### src/rtl/dc_pkg.sv
// Package: shared types for the data cache.
// Assumes nothing beyond IEEE 1800-2017 enums.
package dc_pkg;

    // Controller states; one memory transaction per memory state.
    typedef enum logic [2:0] {
        ST_IDLE  = 3'd0,
        ST_EVICT = 3'd1,
        ST_FILL  = 3'd2,
        ST_MWR   = 3'd3,
        ST_MRD   = 3'd4,
        ST_FSCAN = 3'd5,
        ST_FWB   = 3'd6,
        ST_DONE  = 3'd7
    } dc_state_e;

endpackage

### src/rtl/dc_store.sv
// Module: tag, data, valid and dirty storage for a direct-mapped cache.
// One combinational read port, one line write port, a dirty-clear port
// and a global clear. Global clear wins over any write in the same cycle.
// Assumes the caller never writes and dirty-clears the same line at once.
module dc_store #(
    parameter int IDX_W  = 4,
    parameter int TAG_W  = 26,
    parameter int DATA_W = 32
) (
    input  logic              clk,
    input  logic              rst_n,
    input  logic [IDX_W-1:0]  rd_idx,
    output logic              rd_valid,
    output logic              rd_dirty,
    output logic [TAG_W-1:0]  rd_tag,
    output logic [DATA_W-1:0] rd_data,
    input  logic              wr_en,
    input  logic [IDX_W-1:0]  wr_idx,
    input  logic [TAG_W-1:0]  wr_tag,
    input  logic [DATA_W-1:0] wr_data,
    input  logic              wr_dirty,
    input  logic              cln_en,
    input  logic [IDX_W-1:0]  cln_idx,
    input  logic              clr_all
);
    localparam int LINES = 1 << IDX_W;

    logic              valid_q [LINES];
    logic              dirty_q [LINES];
    logic [TAG_W-1:0]  tag_q   [LINES];
    logic [DATA_W-1:0] data_q  [LINES];

    for (genvar g = 0; g < LINES; g++) begin : g_line
        // Line status bits: reset, global clear, write, dirty clear.
        always_ff @(posedge clk) begin
            if (!rst_n) begin
                valid_q[g] <= 1'b0;
                dirty_q[g] <= 1'b0;
            end else if (clr_all) begin
                valid_q[g] <= 1'b0;
                dirty_q[g] <= 1'b0;
            end else if (wr_en && wr_idx == IDX_W'(g)) begin
                valid_q[g] <= 1'b1;
                dirty_q[g] <= wr_dirty;
            end else if (cln_en && cln_idx == IDX_W'(g)) begin
                dirty_q[g] <= 1'b0;
            end
        end

        // Line payload: tag and word, no reset needed behind valid.
        always_ff @(posedge clk) begin
            if (wr_en && wr_idx == IDX_W'(g)) begin
                tag_q[g]  <= wr_tag;
                data_q[g] <= wr_data;
            end
        end
    end

    // Read port: select the addressed line.
    always_comb begin
        rd_valid = valid_q[rd_idx];
        rd_dirty = dirty_q[rd_idx];
        rd_tag   = tag_q[rd_idx];
        rd_data  = data_q[rd_idx];
    end

endmodule

### src/rtl/dc_lookup.sv
// Module: hit and victim classification for the line being read.
// Assumes the read port already points at the request's index.
module dc_lookup #(
    parameter int TAG_W = 26
) (
    input  logic [TAG_W-1:0] req_tag,
    input  logic             rd_valid,
    input  logic             rd_dirty,
    input  logic [TAG_W-1:0] rd_tag,
    output logic             hit,
    output logic             victim_dirty
);
    // Compare stored tag and flag a line that must be saved first.
    always_comb begin
        hit          = rd_valid && (rd_tag == req_tag);
        victim_dirty = rd_valid && rd_dirty;
    end

endmodule

### src/rtl/dc_ctrl.sv
// Module: access and flush controller for the data cache.
// Accepts one request or command while idle, runs the memory handshake
// (request held until a one-cycle ack), walks lines in ascending order
// for a flush and ends every operation with one DONE cycle.
// Assumes word lines (4 bytes) and that the core holds its request
// until rsp_valid. Mode inputs are latched when a request is accepted.
module dc_ctrl
    import dc_pkg::*;
#(
    parameter int ADDR_W = 32,
    parameter int DATA_W = 32,
    parameter int IDX_W  = 4,
    parameter int TAG_W  = ADDR_W - IDX_W - 2
) (
    input  logic              clk,
    input  logic              rst_n,
    input  logic              ctl_disable,
    input  logic              ctl_wback,
    input  logic              cmd_inval,
    input  logic              cmd_flush,
    input  logic              req_valid,
    input  logic              req_we,
    input  logic [ADDR_W-1:0] req_addr,
    input  logic [DATA_W-1:0] req_wdata,
    output logic              busy,
    output logic              rsp_valid,
    output logic              rsp_err,
    output logic [DATA_W-1:0] rsp_rdata,
    output logic              mem_req,
    output logic              mem_we,
    output logic [ADDR_W-1:0] mem_addr,
    output logic [DATA_W-1:0] mem_wdata,
    input  logic              mem_ack,
    input  logic [DATA_W-1:0] mem_rdata,
    output logic [IDX_W-1:0]  rd_idx,
    output logic [TAG_W-1:0]  cur_tag,
    input  logic [TAG_W-1:0]  rd_tag,
    input  logic [DATA_W-1:0] rd_data,
    input  logic              rd_valid,
    input  logic              rd_dirty,
    input  logic              hit,
    input  logic              victim_dirty,
    output logic              wr_en,
    output logic [IDX_W-1:0]  wr_idx,
    output logic [TAG_W-1:0]  wr_tag,
    output logic [DATA_W-1:0] wr_data,
    output logic              wr_dirty,
    output logic              cln_en,
    output logic [IDX_W-1:0]  cln_idx,
    output logic              clr_all
);
    localparam int LINES = 1 << IDX_W;
    localparam logic [IDX_W-1:0] LAST_IDX = IDX_W'(LINES - 1);

    dc_state_e         state_q;
    logic [ADDR_W-1:0] addr_q;
    logic [DATA_W-1:0] wdata_q;
    logic              we_q;
    logic              err_q;
    logic [DATA_W-1:0] rdata_q;
    logic [IDX_W-1:0]  walk_q;

    logic [ADDR_W-1:0] cur_addr;
    logic [IDX_W-1:0]  cur_idx;
    logic              idle_req;
    logic              aligned;
    logic              walking;

    // Address in focus: live request while idle, latched one otherwise.
    always_comb begin
        cur_addr = (state_q == ST_IDLE) ? req_addr : addr_q;
        cur_idx  = cur_addr[IDX_W+1:2];
        cur_tag  = cur_addr[ADDR_W-1:IDX_W+2];
        walking  = (state_q == ST_FSCAN) || (state_q == ST_FWB);
        rd_idx   = walking ? walk_q : cur_idx;
        aligned  = (req_addr[1:0] == 2'b00);
        idle_req = (state_q == ST_IDLE) && !cmd_flush && !cmd_inval && req_valid;
    end

    // Array update requests derived from the current state.
    always_comb begin
        wr_en    = 1'b0;
        wr_idx   = cur_idx;
        wr_tag   = cur_tag;
        wr_data  = req_wdata;
        wr_dirty = 1'b0;
        cln_en   = 1'b0;
        cln_idx  = walk_q;
        clr_all  = 1'b0;
        case (state_q)
            ST_IDLE: begin
                if (!cmd_flush && cmd_inval) begin
                    clr_all = 1'b1;
                end else if (idle_req && aligned && !ctl_disable && req_we) begin
                    if (hit) begin
                        wr_en    = 1'b1;
                        wr_dirty = ctl_wback;
                    end else if (ctl_wback && !victim_dirty) begin
                        wr_en    = 1'b1;
                        wr_dirty = 1'b1;
                    end
                end
            end
            ST_EVICT: begin
                if (mem_ack && we_q) begin
                    wr_en    = 1'b1;
                    wr_data  = wdata_q;
                    wr_dirty = 1'b1;
                end
            end
            ST_FILL: begin
                if (mem_ack) begin
                    wr_en   = 1'b1;
                    wr_data = mem_rdata;
                end
            end
            ST_FSCAN: begin
                if (!(rd_valid && rd_dirty) && walk_q == LAST_IDX) begin
                    clr_all = 1'b1;
                end
            end
            ST_FWB: begin
                if (mem_ack) begin
                    cln_en  = 1'b1;
                    clr_all = (walk_q == LAST_IDX);
                end
            end
            default: ;
        endcase
    end

    // Memory port: one transaction per memory state, held until ack.
    always_comb begin
        mem_req   = 1'b0;
        mem_we    = 1'b0;
        mem_addr  = addr_q;
        mem_wdata = wdata_q;
        case (state_q)
            ST_EVICT, ST_FWB: begin
                mem_req   = 1'b1;
                mem_we    = 1'b1;
                mem_addr  = {rd_tag, rd_idx, 2'b00};
                mem_wdata = rd_data;
            end
            ST_MWR: begin
                mem_req = 1'b1;
                mem_we  = 1'b1;
            end
            ST_FILL, ST_MRD: begin
                mem_req = 1'b1;
            end
            default: ;
        endcase
    end

    // Sequencer: accept work, step through memory states, walk lines.
    always_ff @(posedge clk) begin
        if (!rst_n) begin
            state_q <= ST_IDLE;
            addr_q  <= '0;
            wdata_q <= '0;
            we_q    <= 1'b0;
            err_q   <= 1'b0;
            rdata_q <= '0;
            walk_q  <= '0;
        end else begin
            case (state_q)
                ST_IDLE: begin
                    if (cmd_flush) begin
                        err_q   <= 1'b0;
                        walk_q  <= '0;
                        state_q <= ST_FSCAN;
                    end else if (cmd_inval) begin
                        err_q   <= 1'b0;
                        state_q <= ST_DONE;
                    end else if (req_valid) begin
                        addr_q  <= req_addr;
                        wdata_q <= req_wdata;
                        we_q    <= req_we;
                        err_q   <= !aligned;
                        if (!aligned) begin
                            state_q <= ST_DONE;
                        end else if (ctl_disable) begin
                            state_q <= req_we ? ST_MWR : ST_MRD;
                        end else if (!req_we) begin
                            if (hit) begin
                                rdata_q <= rd_data;
                                state_q <= ST_DONE;
                            end else begin
                                state_q <= victim_dirty ? ST_EVICT : ST_FILL;
                            end
                        end else if (hit) begin
                            state_q <= ctl_wback ? ST_DONE : ST_MWR;
                        end else if (ctl_wback) begin
                            state_q <= victim_dirty ? ST_EVICT : ST_DONE;
                        end else begin
                            state_q <= ST_MWR;
                        end
                    end
                end
                ST_EVICT: begin
                    if (mem_ack) state_q <= we_q ? ST_DONE : ST_FILL;
                end
                ST_FILL, ST_MRD: begin
                    if (mem_ack) begin
                        rdata_q <= mem_rdata;
                        state_q <= ST_DONE;
                    end
                end
                ST_MWR: begin
                    if (mem_ack) state_q <= ST_DONE;
                end
                ST_FSCAN: begin
                    if (rd_valid && rd_dirty) begin
                        state_q <= ST_FWB;
                    end else if (walk_q == LAST_IDX) begin
                        state_q <= ST_DONE;
                    end else begin
                        walk_q <= walk_q + 1'b1;
                    end
                end
                ST_FWB: begin
                    if (mem_ack) begin
                        if (walk_q == LAST_IDX) begin
                            state_q <= ST_DONE;
                        end else begin
                            walk_q  <= walk_q + 1'b1;
                            state_q <= ST_FSCAN;
                        end
                    end
                end
                default: state_q <= ST_IDLE;
            endcase
        end
    end

    // Core-side status outputs.
    always_comb begin
        busy      = (state_q != ST_IDLE);
        rsp_valid = (state_q == ST_DONE);
        rsp_err   = err_q;
        rsp_rdata = rdata_q;
    end

endmodule

### src/rtl/dcache_wb.sv
// Module: top of the direct-mapped data cache with run-time write policy.
// Wires the storage, the hit logic and the controller together.
// Assumes 4-byte words, so the lowest two address bits are the offset.
module dcache_wb #(
    parameter int ADDR_W = 32,
    parameter int DATA_W = 32,
    parameter int IDX_W  = 4
) (
    input  logic              clk,
    input  logic              rst_n,
    input  logic              ctl_disable,
    input  logic              ctl_wback,
    input  logic              cmd_inval,
    input  logic              cmd_flush,
    input  logic              req_valid,
    input  logic              req_we,
    input  logic [ADDR_W-1:0] req_addr,
    input  logic [DATA_W-1:0] req_wdata,
    output logic              busy,
    output logic              rsp_valid,
    output logic              rsp_err,
    output logic [DATA_W-1:0] rsp_rdata,
    output logic              mem_req,
    output logic              mem_we,
    output logic [ADDR_W-1:0] mem_addr,
    output logic [DATA_W-1:0] mem_wdata,
    input  logic              mem_ack,
    input  logic [DATA_W-1:0] mem_rdata
);
    localparam int TAG_W = ADDR_W - IDX_W - 2;

    logic [IDX_W-1:0]  rd_idx;
    logic [TAG_W-1:0]  cur_tag;
    logic [TAG_W-1:0]  rd_tag;
    logic [DATA_W-1:0] rd_data;
    logic              rd_valid;
    logic              rd_dirty;
    logic              hit;
    logic              victim_dirty;
    logic              wr_en;
    logic [IDX_W-1:0]  wr_idx;
    logic [TAG_W-1:0]  wr_tag;
    logic [DATA_W-1:0] wr_data;
    logic              wr_dirty;
    logic              cln_en;
    logic [IDX_W-1:0]  cln_idx;
    logic              clr_all;

    dc_store #(.IDX_W(IDX_W), .TAG_W(TAG_W), .DATA_W(DATA_W)) u_store (
        .clk      (clk),
        .rst_n    (rst_n),
        .rd_idx   (rd_idx),
        .rd_valid (rd_valid),
        .rd_dirty (rd_dirty),
        .rd_tag   (rd_tag),
        .rd_data  (rd_data),
        .wr_en    (wr_en),
        .wr_idx   (wr_idx),
        .wr_tag   (wr_tag),
        .wr_data  (wr_data),
        .wr_dirty (wr_dirty),
        .cln_en   (cln_en),
        .cln_idx  (cln_idx),
        .clr_all  (clr_all)
    );

    dc_lookup #(.TAG_W(TAG_W)) u_lookup (
        .req_tag      (cur_tag),
        .rd_valid     (rd_valid),
        .rd_dirty     (rd_dirty),
        .rd_tag       (rd_tag),
        .hit          (hit),
        .victim_dirty (victim_dirty)
    );

    dc_ctrl #(.ADDR_W(ADDR_W), .DATA_W(DATA_W), .IDX_W(IDX_W)) u_ctrl (
        .clk          (clk),
        .rst_n        (rst_n),
        .ctl_disable  (ctl_disable),
        .ctl_wback    (ctl_wback),
        .cmd_inval    (cmd_inval),
        .cmd_flush    (cmd_flush),
        .req_valid    (req_valid),
        .req_we       (req_we),
        .req_addr     (req_addr),
        .req_wdata    (req_wdata),
        .busy         (busy),
        .rsp_valid    (rsp_valid),
        .rsp_err      (rsp_err),
        .rsp_rdata    (rsp_rdata),
        .mem_req      (mem_req),
        .mem_we       (mem_we),
        .mem_addr     (mem_addr),
        .mem_wdata    (mem_wdata),
        .mem_ack      (mem_ack),
        .mem_rdata    (mem_rdata),
        .rd_idx       (rd_idx),
        .cur_tag      (cur_tag),
        .rd_tag       (rd_tag),
        .rd_data      (rd_data),
        .rd_valid     (rd_valid),
        .rd_dirty     (rd_dirty),
        .hit          (hit),
        .victim_dirty (victim_dirty),
        .wr_en        (wr_en),
        .wr_idx       (wr_idx),
        .wr_tag       (wr_tag),
        .wr_data      (wr_data),
        .wr_dirty     (wr_dirty),
        .cln_en       (cln_en),
        .cln_idx      (cln_idx),
        .clr_all      (clr_all)
    );

endmodule

### config.mk
export PLATFORM = sky130hd
export DESIGN_NAME = dcache_wb
export DESIGN_NICKNAME = d
export VERILOG_FILES = /design/src/rtl/dc_pkg.sv /design/src/rtl/dc_store.sv /design/src/rtl/dc_lookup.sv /design/src/rtl/dc_ctrl.sv /design/src/rtl/dcache_wb.sv
export SDC_FILE = /design/constraint.sdc
export NUM_CORES = 1
export LEC_CHECK = 0
export BUFFER_PORTS_ARGS = -buffer_cell sky130_fd_sc_hd__buf_2
export CAP_MARGIN = 10
export CORE_UTILIZATION = 45
export CTS_CLUSTER_DIAMETER = 30
export DETAILED_ROUTE_END_ITERATION = 10
export GPL_TIMING_DRIVEN = 0
export MAX_ROUTING_LAYER = met4
export PLACE_DENSITY_LB_ADDON = 0.2
export RECOVER_POWER = 50
export SYNTH_ARGS = -nofsm -noshare
export SYNTH_HDL_FRONTEND = slang
export SYNTH_SLANG_ARGS = --single-unit
### constraint.sdc
create_clock -name clk -period 11.2 [get_ports clk]
set_clock_uncertainty 0.1 [all_clocks]
set_input_delay 0 -clock clk [delete_from_list [all_inputs] [get_ports clk]]
set_output_delay 0 -clock clk [all_outputs]
set_load 0.01 [all_outputs]
---- After elaboration in Yosys (flattened, before gate mapping) ----
Memories as Yosys holds them, arrays and structs flattened.
Cells that the tools add are included.
storage, ports and cells
  register bits after elaboration ......... 105
  bits in latches ......................... 0
  bits in writable memories ............... 960
  memory bits (read-only) ................. 0
  input port bits ......................... 105
  output and inout port bits .............. 101
  word-level logic and storage cells ...... 642
  memories kept ........................... 4
memories
  name             words  bits a word  read ports  clocked after Yosys merged registers in  write ports  RTL line        RTL
  u_store.data_q   16     32           1           0                                        1            dc_store.sv:31  logic [DATA_W-1:0] data_q [LINES];
  u_store.tag_q    16     26           1           0                                        1            dc_store.sv:30  logic [TAG_W-1:0] tag_q [LINES];
  u_store.dirty_q  16     1            1           0                                        16           dc_store.sv:29  logic dirty_q [LINES];
  u_store.valid_q  16     1            1           0                                        16           dc_store.sv:28  logic valid_q [LINES];
cells by class
  add/sub/neg operators ................... 1
  multipliers ............................. 0
  divide/modulo/power cells ............... 0
  order comparisons ....................... 0
  equality and inequality tests ........... 53
  shifts and indexed selects .............. 0
  mux-type cells .......................... 397
  bitwise logic cells ..................... 82
  reductions and logical operators ........ 98
operators by type and width
  cell                count
  $mux 32             28
  $reduce_or 32->1    15
  $mux 26             15
  $reduce_or 26->1    15
  $mux 1              292
  $mux 4              35
  $pmux 32 s2         2
  $or 1x1->1          80
  $eq 4x4->1 const B  16
  $mux 3              18
  $logic_and 1x1->1   44
  $eq 4x3->1 const B  8
  $eq 26x26->1        1
  $ne 2x2->1 const B  11
  $eq 4x2->1 const B  4
  $pmux 3 s5          1
  $eq 3x3->1 const B  4
  $pmux 4 s3          1
  $reduce_and 9->1    1
  $reduce_bool 3->1   3
  $eq 4x1->1 const B  2
  $logic_not 4->1     2
  $reduce_and 4->1    2
  $eq 3x2->1 const B  2
  19 further kinds    29

---- Logic depth before layout (Yosys ltp) ----
An unclocked memory read counts as a cell.
  depth in word-level cells ............... 31
  mapped depth ............................ 20
  gate-level depth less buffers ........... 14

---- Hierarchy ----
A second synthesis with hierarchy kept.
unflattened totals
  cells, all modules ...................... 2470
  area, all modules ....................... 43220.2 um2
modules (own cells, without submodules)
  module     instances  cells each  area each (um2)  sequential area each (um2)
  dc_store   1          1588        36357.4          28807.6
  dc_ctrl    1          846         6566.3           2102.0
  dc_lookup  1          36          296.5            0.0

---- Worst setup path after synthesis ----
No wires, ideal clock.
  path type ............................... flip-flop to flip-flop
  start point ............................. register u_ctrl.state_q[1]
  end point ............................... memory u_store.data_q[10][0], enable pin
  library setup time ...................... 546 ps
  arrival ................................. 7743 ps
  required time ........................... 10554 ps
  slack ................................... 2812 ps
  stages on the path, launching flop included .. 19
  buffers on the path ..................... 4
  period minus slack after synthesis ...... 8388 ps
  cells stage by stage .................... dfxtp_1 > buf_4 > or2_4 > nor2_4 > inv_4 > nor2_1 > a211o_1 > buf_4 > nor3_1 > a22o_1 > a221oi_1 > nand4_1 > a221oi_1 > or4b_1 > nor4_4 > o21ai_2 > buf_2 > buf_2 > nor3_1
between the ends
  cells in the longest elaborated chain, start to end .. 31
  elaborated cells between the ends (all ways) .. 136
  those cells by class .................... 20 x eq/ne; 69 x mux; 44 x reduce/logical; 3 x memory
RTL lines
  what                                                                    RTL line        RTL
  start, declared                                                         dc_ctrl.sv:55   dc_state_e state_q;
  start signal, assigned                                                  dc_ctrl.sv:184  state_q <= req_we ? ST_MWR : ST_MRD;
  start signal, assigned                                                  dc_ctrl.sv:190  state_q <= victim_dirty ? ST_EVICT : ST_FILL;
  start signal, assigned                                                  dc_ctrl.sv:193  state_q <= ctl_wback ? ST_DONE : ST_MWR;
  parallel branches: the longest is 31 deep, another holds $mem_v2 16x26  -
  end, declared                                                           dc_store.sv:31
Several ways; the timed one is not identified.

---- Final worst setup path ----
  start point ............................. register u_ctrl.state_q[1]
  end point ............................... memory u_store.data_q[1][29], enable pin
The elaborated chain is that of the path after synthesis.

==> flow_summary.json <==
{
  "switchingPower_mw": 8.26,
  "viasPerCell": 5.88,
  "timing.final.crit_share_pct": 82.7,
  "drc": 0,
  "cts_made_buffers": 209,
  "muxShareOfSynthArea_pct": 4.04,
  "synth_edf_count": 958,
  "place_ws_ns": 3.34,
  "dp.final_hpwl_um": 107000,
  "wire_per_inst_um": 26.5,
  "slew_headroom_pct": 11.4,
  "synthAdderAreaFrac_pct": 0.111,
  "arrival_ns": 9.62,
  "required_ns": 11.57,
  "cts_resized": 0,
  "fin_ws_ns": 1.94,
  "fin_area_um2": 58000,
  "drt-total-wl_um": 157000,
  "place_congestion": 0.912,
  "synth_seq_area_share_pct": 68.8,
  "endpoint_kind": "register",
  "cpMaxStageDelayCell": "nor3_1",
  "grt_max_degree": 32,
  "switching_share_pct": 42.2,
  "io_pins": 206,
  "combPwrFrac_pct": 42.5,
  "maxCapViolations": 0,
  "num_rows": 115,
  "htree_num_levels": 4,
  "clock_latency_ns": 0.79,
  "clockBufferDepth": 3,
  "max_freq_mhz": 108,
  "root_buffer": "clkbuf_16",
  "finalCriticalPeriod_ns": 9.26,
  "synthesis.area_um2": 44900,
  "die_area_um2": 101000,
  "grt_antenna_before_repair": 14,
  "synth_nets": 3877,
  "hold_viol": 0,
  "path_class": "reg -> reg",
  "synthDistinctLibCells": 81,
  "p_int_mw": 11.3,
  "yosysMostFrequentCell": "nand2_1",
  "power_frac_seq_pct": 24.5,
  "synth_top_family_by_area": "simple AND/OR/NAND/NOR gates",
  "placed_area_um2": 48700,
  "track_usage_pct": 31.5,
  "status": "complete, no violations",
  "fin_tns_setup_ns": 0,
  "num_vias": 34800,
  "final_nets": 4551,
  "grt_pass1_wl_um": 224000,
  "worst_setup_path_start_kind": "register",
  "clk_pin_slew_ns": 0.04,
  "area_growth_pct": 29.1,
  "p_clk_share_pct": 33.0,
  "synth_cells": 3768,
  "power_leakage_nw": 20.6,
  "cts.sinks": 1065,
  "core_um2": 98600,
  "ir_worst_vdd_v": 0.000172,
  "synth_commonest_cells": "nand2_1, edfxtp_1, a21oi_1",
  "layout-drive-gt1-share_pct": 14.3,
  "ys_top_cells_by_area": "edfxtp_1, nand2_1, dfxtp_1, a21oi_1, mux2i_1",
  "synthArstFlopShare_pct": 0,
  "setup-violations-final": 0,
  "dr.first_iter.drc_count": 4763,
  "dieWidth_um": 318,
  "hp-class": "in -> reg",
  "synth_simple_gate_area_share_pct": 12.1,
  "max_stage_delay_ns": 1.08,
  "cts_tree": "yes",
  "grt_setup_unrepaired": "no",
  "grt_overflow": 0,
  "grt_pass1_vias": 33700,
  "synth_seq_cells": 1065,
  "yosysTopAreaCell": "edfxtp_1",
  "ys.flop_type": "edfxtp_1",
  "p_per_area_nw_per_um2": 338,
  "port_buffers": 205,
  "crit_path_cell_trace": "clkbuf_1 -> or2_0 -> nor2_1 -> clkinvlp_2 -> nor2_1 -> a211oi_1 -> clkbuf_1 -> nor3_1 -> a22o_1 -> nor4_1 -> a2111oi_0 -> nand4b_1 -> nor4_4 -> o21ai_2 -> buf_2 -> buf_1 -> nor2_4 -> buf_12 -> buf_16",
  "yosysWarnings": 0,
  "drv_slew": 0,
  "whs_ns": 0.0687,
  "first_pass_iters": 9,
  "synth_compound_area_share_pct": 11.7,
  "yosysTopAreaCellShare_pct": 64.1,
  "die_h_um": 318,
  "n_fill_cell": 7829,
  "syn_area_per_cell_um2": 11.9,
  "finalCoreUtilization_pct": 58.8,
  "start_util_pct": 45.6,
  "path_max_fanout": 17,
  "synth_xor_area_share_pct": 0.407,
  "ant_nets": 0,
  "worstMarginPinSlew_ns": 1.32
}
==> registers in the layout, summed over array words and instances, names as in the netlist <==
name,flops
u_ctrl.state_q,3
u_ctrl.rsp_rdata,32
u_ctrl.wdata_q,32
u_store.dirty_q,16
u_ctrl.rsp_err,1
u_ctrl.addr_q,32
u_ctrl.cln_idx,4
u_store.valid_q,16
u_ctrl.we_q,1
u_store.tag_q,416
u_store.data_q,512
==> power by group through the flow <==
| stage | logic [mW] | registers, mW | clock network [mW] |
|---|---|---|---|
| finish | 8.31 | 4.80 | 6.46 |
| global route | 8.72 | 4.81 | 6.69 |
| CTS | 8.14 | 4.80 | 6.48 |
| detailed placement | 7.98 | 4.87 | 0 |
| global placement | 7.88 | 4.87 | 0 |
| floorplan | 4.63 | 4.87 | 0 |
==> cell families (layout without fill, tap and decap cells) <==
kind of cell	Yosys count	after routing
simple gates	1325	1325
other cells	0	8
compound gates	868	868
mux	180	180
buf+inv	306	1164
flops	1065	1065
xor+xnor	20	20
fa+ha+maj	4	4
==> cells in the final DEF, fill, tap and decap left out, types with 15 or more instances in the layout <==
| master | count |
|---|---|
| dfxtp_1 | 107 |
| inv_1 | 46 |
| buf_4 | 17 |
| nor2_1 | 58 |
| a21boi_0 | 66 |
| mux2i_1 | 170 |
| clkinv_1 | 27 |
| nand2_1 | 1061 |
| edfxtp_1 | 958 |
| nand4_1 | 17 |
| clkinv_2 | 29 |
| a32oi_1 | 30 |
| clkbuf_16 | 212 |
| clkbuf_1 | 277 |
| a31oi_1 | 18 |
| a22oi_1 | 23 |
| bufinv_16 | 36 |
| o21ai_0 | 236 |
| a21oi_1 | 353 |
| buf_6 | 31 |
| nand3_1 | 53 |
| clkinv_4 | 16 |
| clkinvlp_4 | 22 |
| buf_1 | 15 |
| buf_12 | 20 |
| dlygate4sd3_1 | 197 |
| a222oi_1 | 32 |
| nor3_1 | 42 |
| buf_2 | 177 |
==> worst max-delay path, delay by kind of cell, from the launching register on <==
kind	cells	cell delay, ns
buf+inv	7	2.62
flops	1	0.29
compound gates	4	1.62
simple gates	8	4.28
==> area by class of cell <==
type	count	area, um2	area share (%)
sequential	1065	30900	53.3
clock inverter	149	1850	3.20
timing repair buffer	463	3970	6.85
inverter	47	178	0.306
tap	1287	1610	2.78
clock buffer	246	5530	9.54
antenna	8	20.0	0.0345
buffer	259	1090	1.88
multi-input combinational	2397	12800	22.1
==> repair_timing <==
item	CTS	global route
hold buffers	197	0
setup buffers	0	0
hold endpoints to repair	962	0
==> path summary, 6_finish.rpt <==
check	startpoint	end	slack [ns]	cells past startpoint
worst max-delay path	u_ctrl.state_q[1]$_SDFFE_PN0P_	u_store.data_q[1][29]$_DFFE_PP_	1.94	19
worst min-delay path	req_addr[2]	u_ctrl.addr_q[2]$_SDFFE_PN0P_	0.07	4
worst max register to register	u_ctrl.state_q[1]$_SDFFE_PN0P_	u_store.data_q[1][29]$_DFFE_PP_	1.94	19
worst min register to register	u_ctrl.rsp_rdata[1]$_SDFFE_PN0P_	u_ctrl.rsp_rdata[1]$_SDFFE_PN0P_	0.37	2
==> per-stage QoR <==
| stage | instances | total power, mW |
|---|---|---|
| 6_report | 5921 | 19.6 |
| 5_1_grt | 5919 | 20.2 |
| 4_1_cts | 5913 | 19.4 |
| 3_5_place_dp | 5321 | 12.8 |
| 3_3_place_gp | 5260 | 12.8 |
| 2_1_floorplan | 3768 | 9.50 |
==> metal layers <==
layer	vias to the layer above	track usage [%]	part of all wire [%]
met3	435	6.89	10
met5	-	-	0
met1	17000	38.4	38
li1	15200	-	-
met2	2107	50.3	48
met4	0	14.1	4.3
Power figures use the tool's default switching activity.
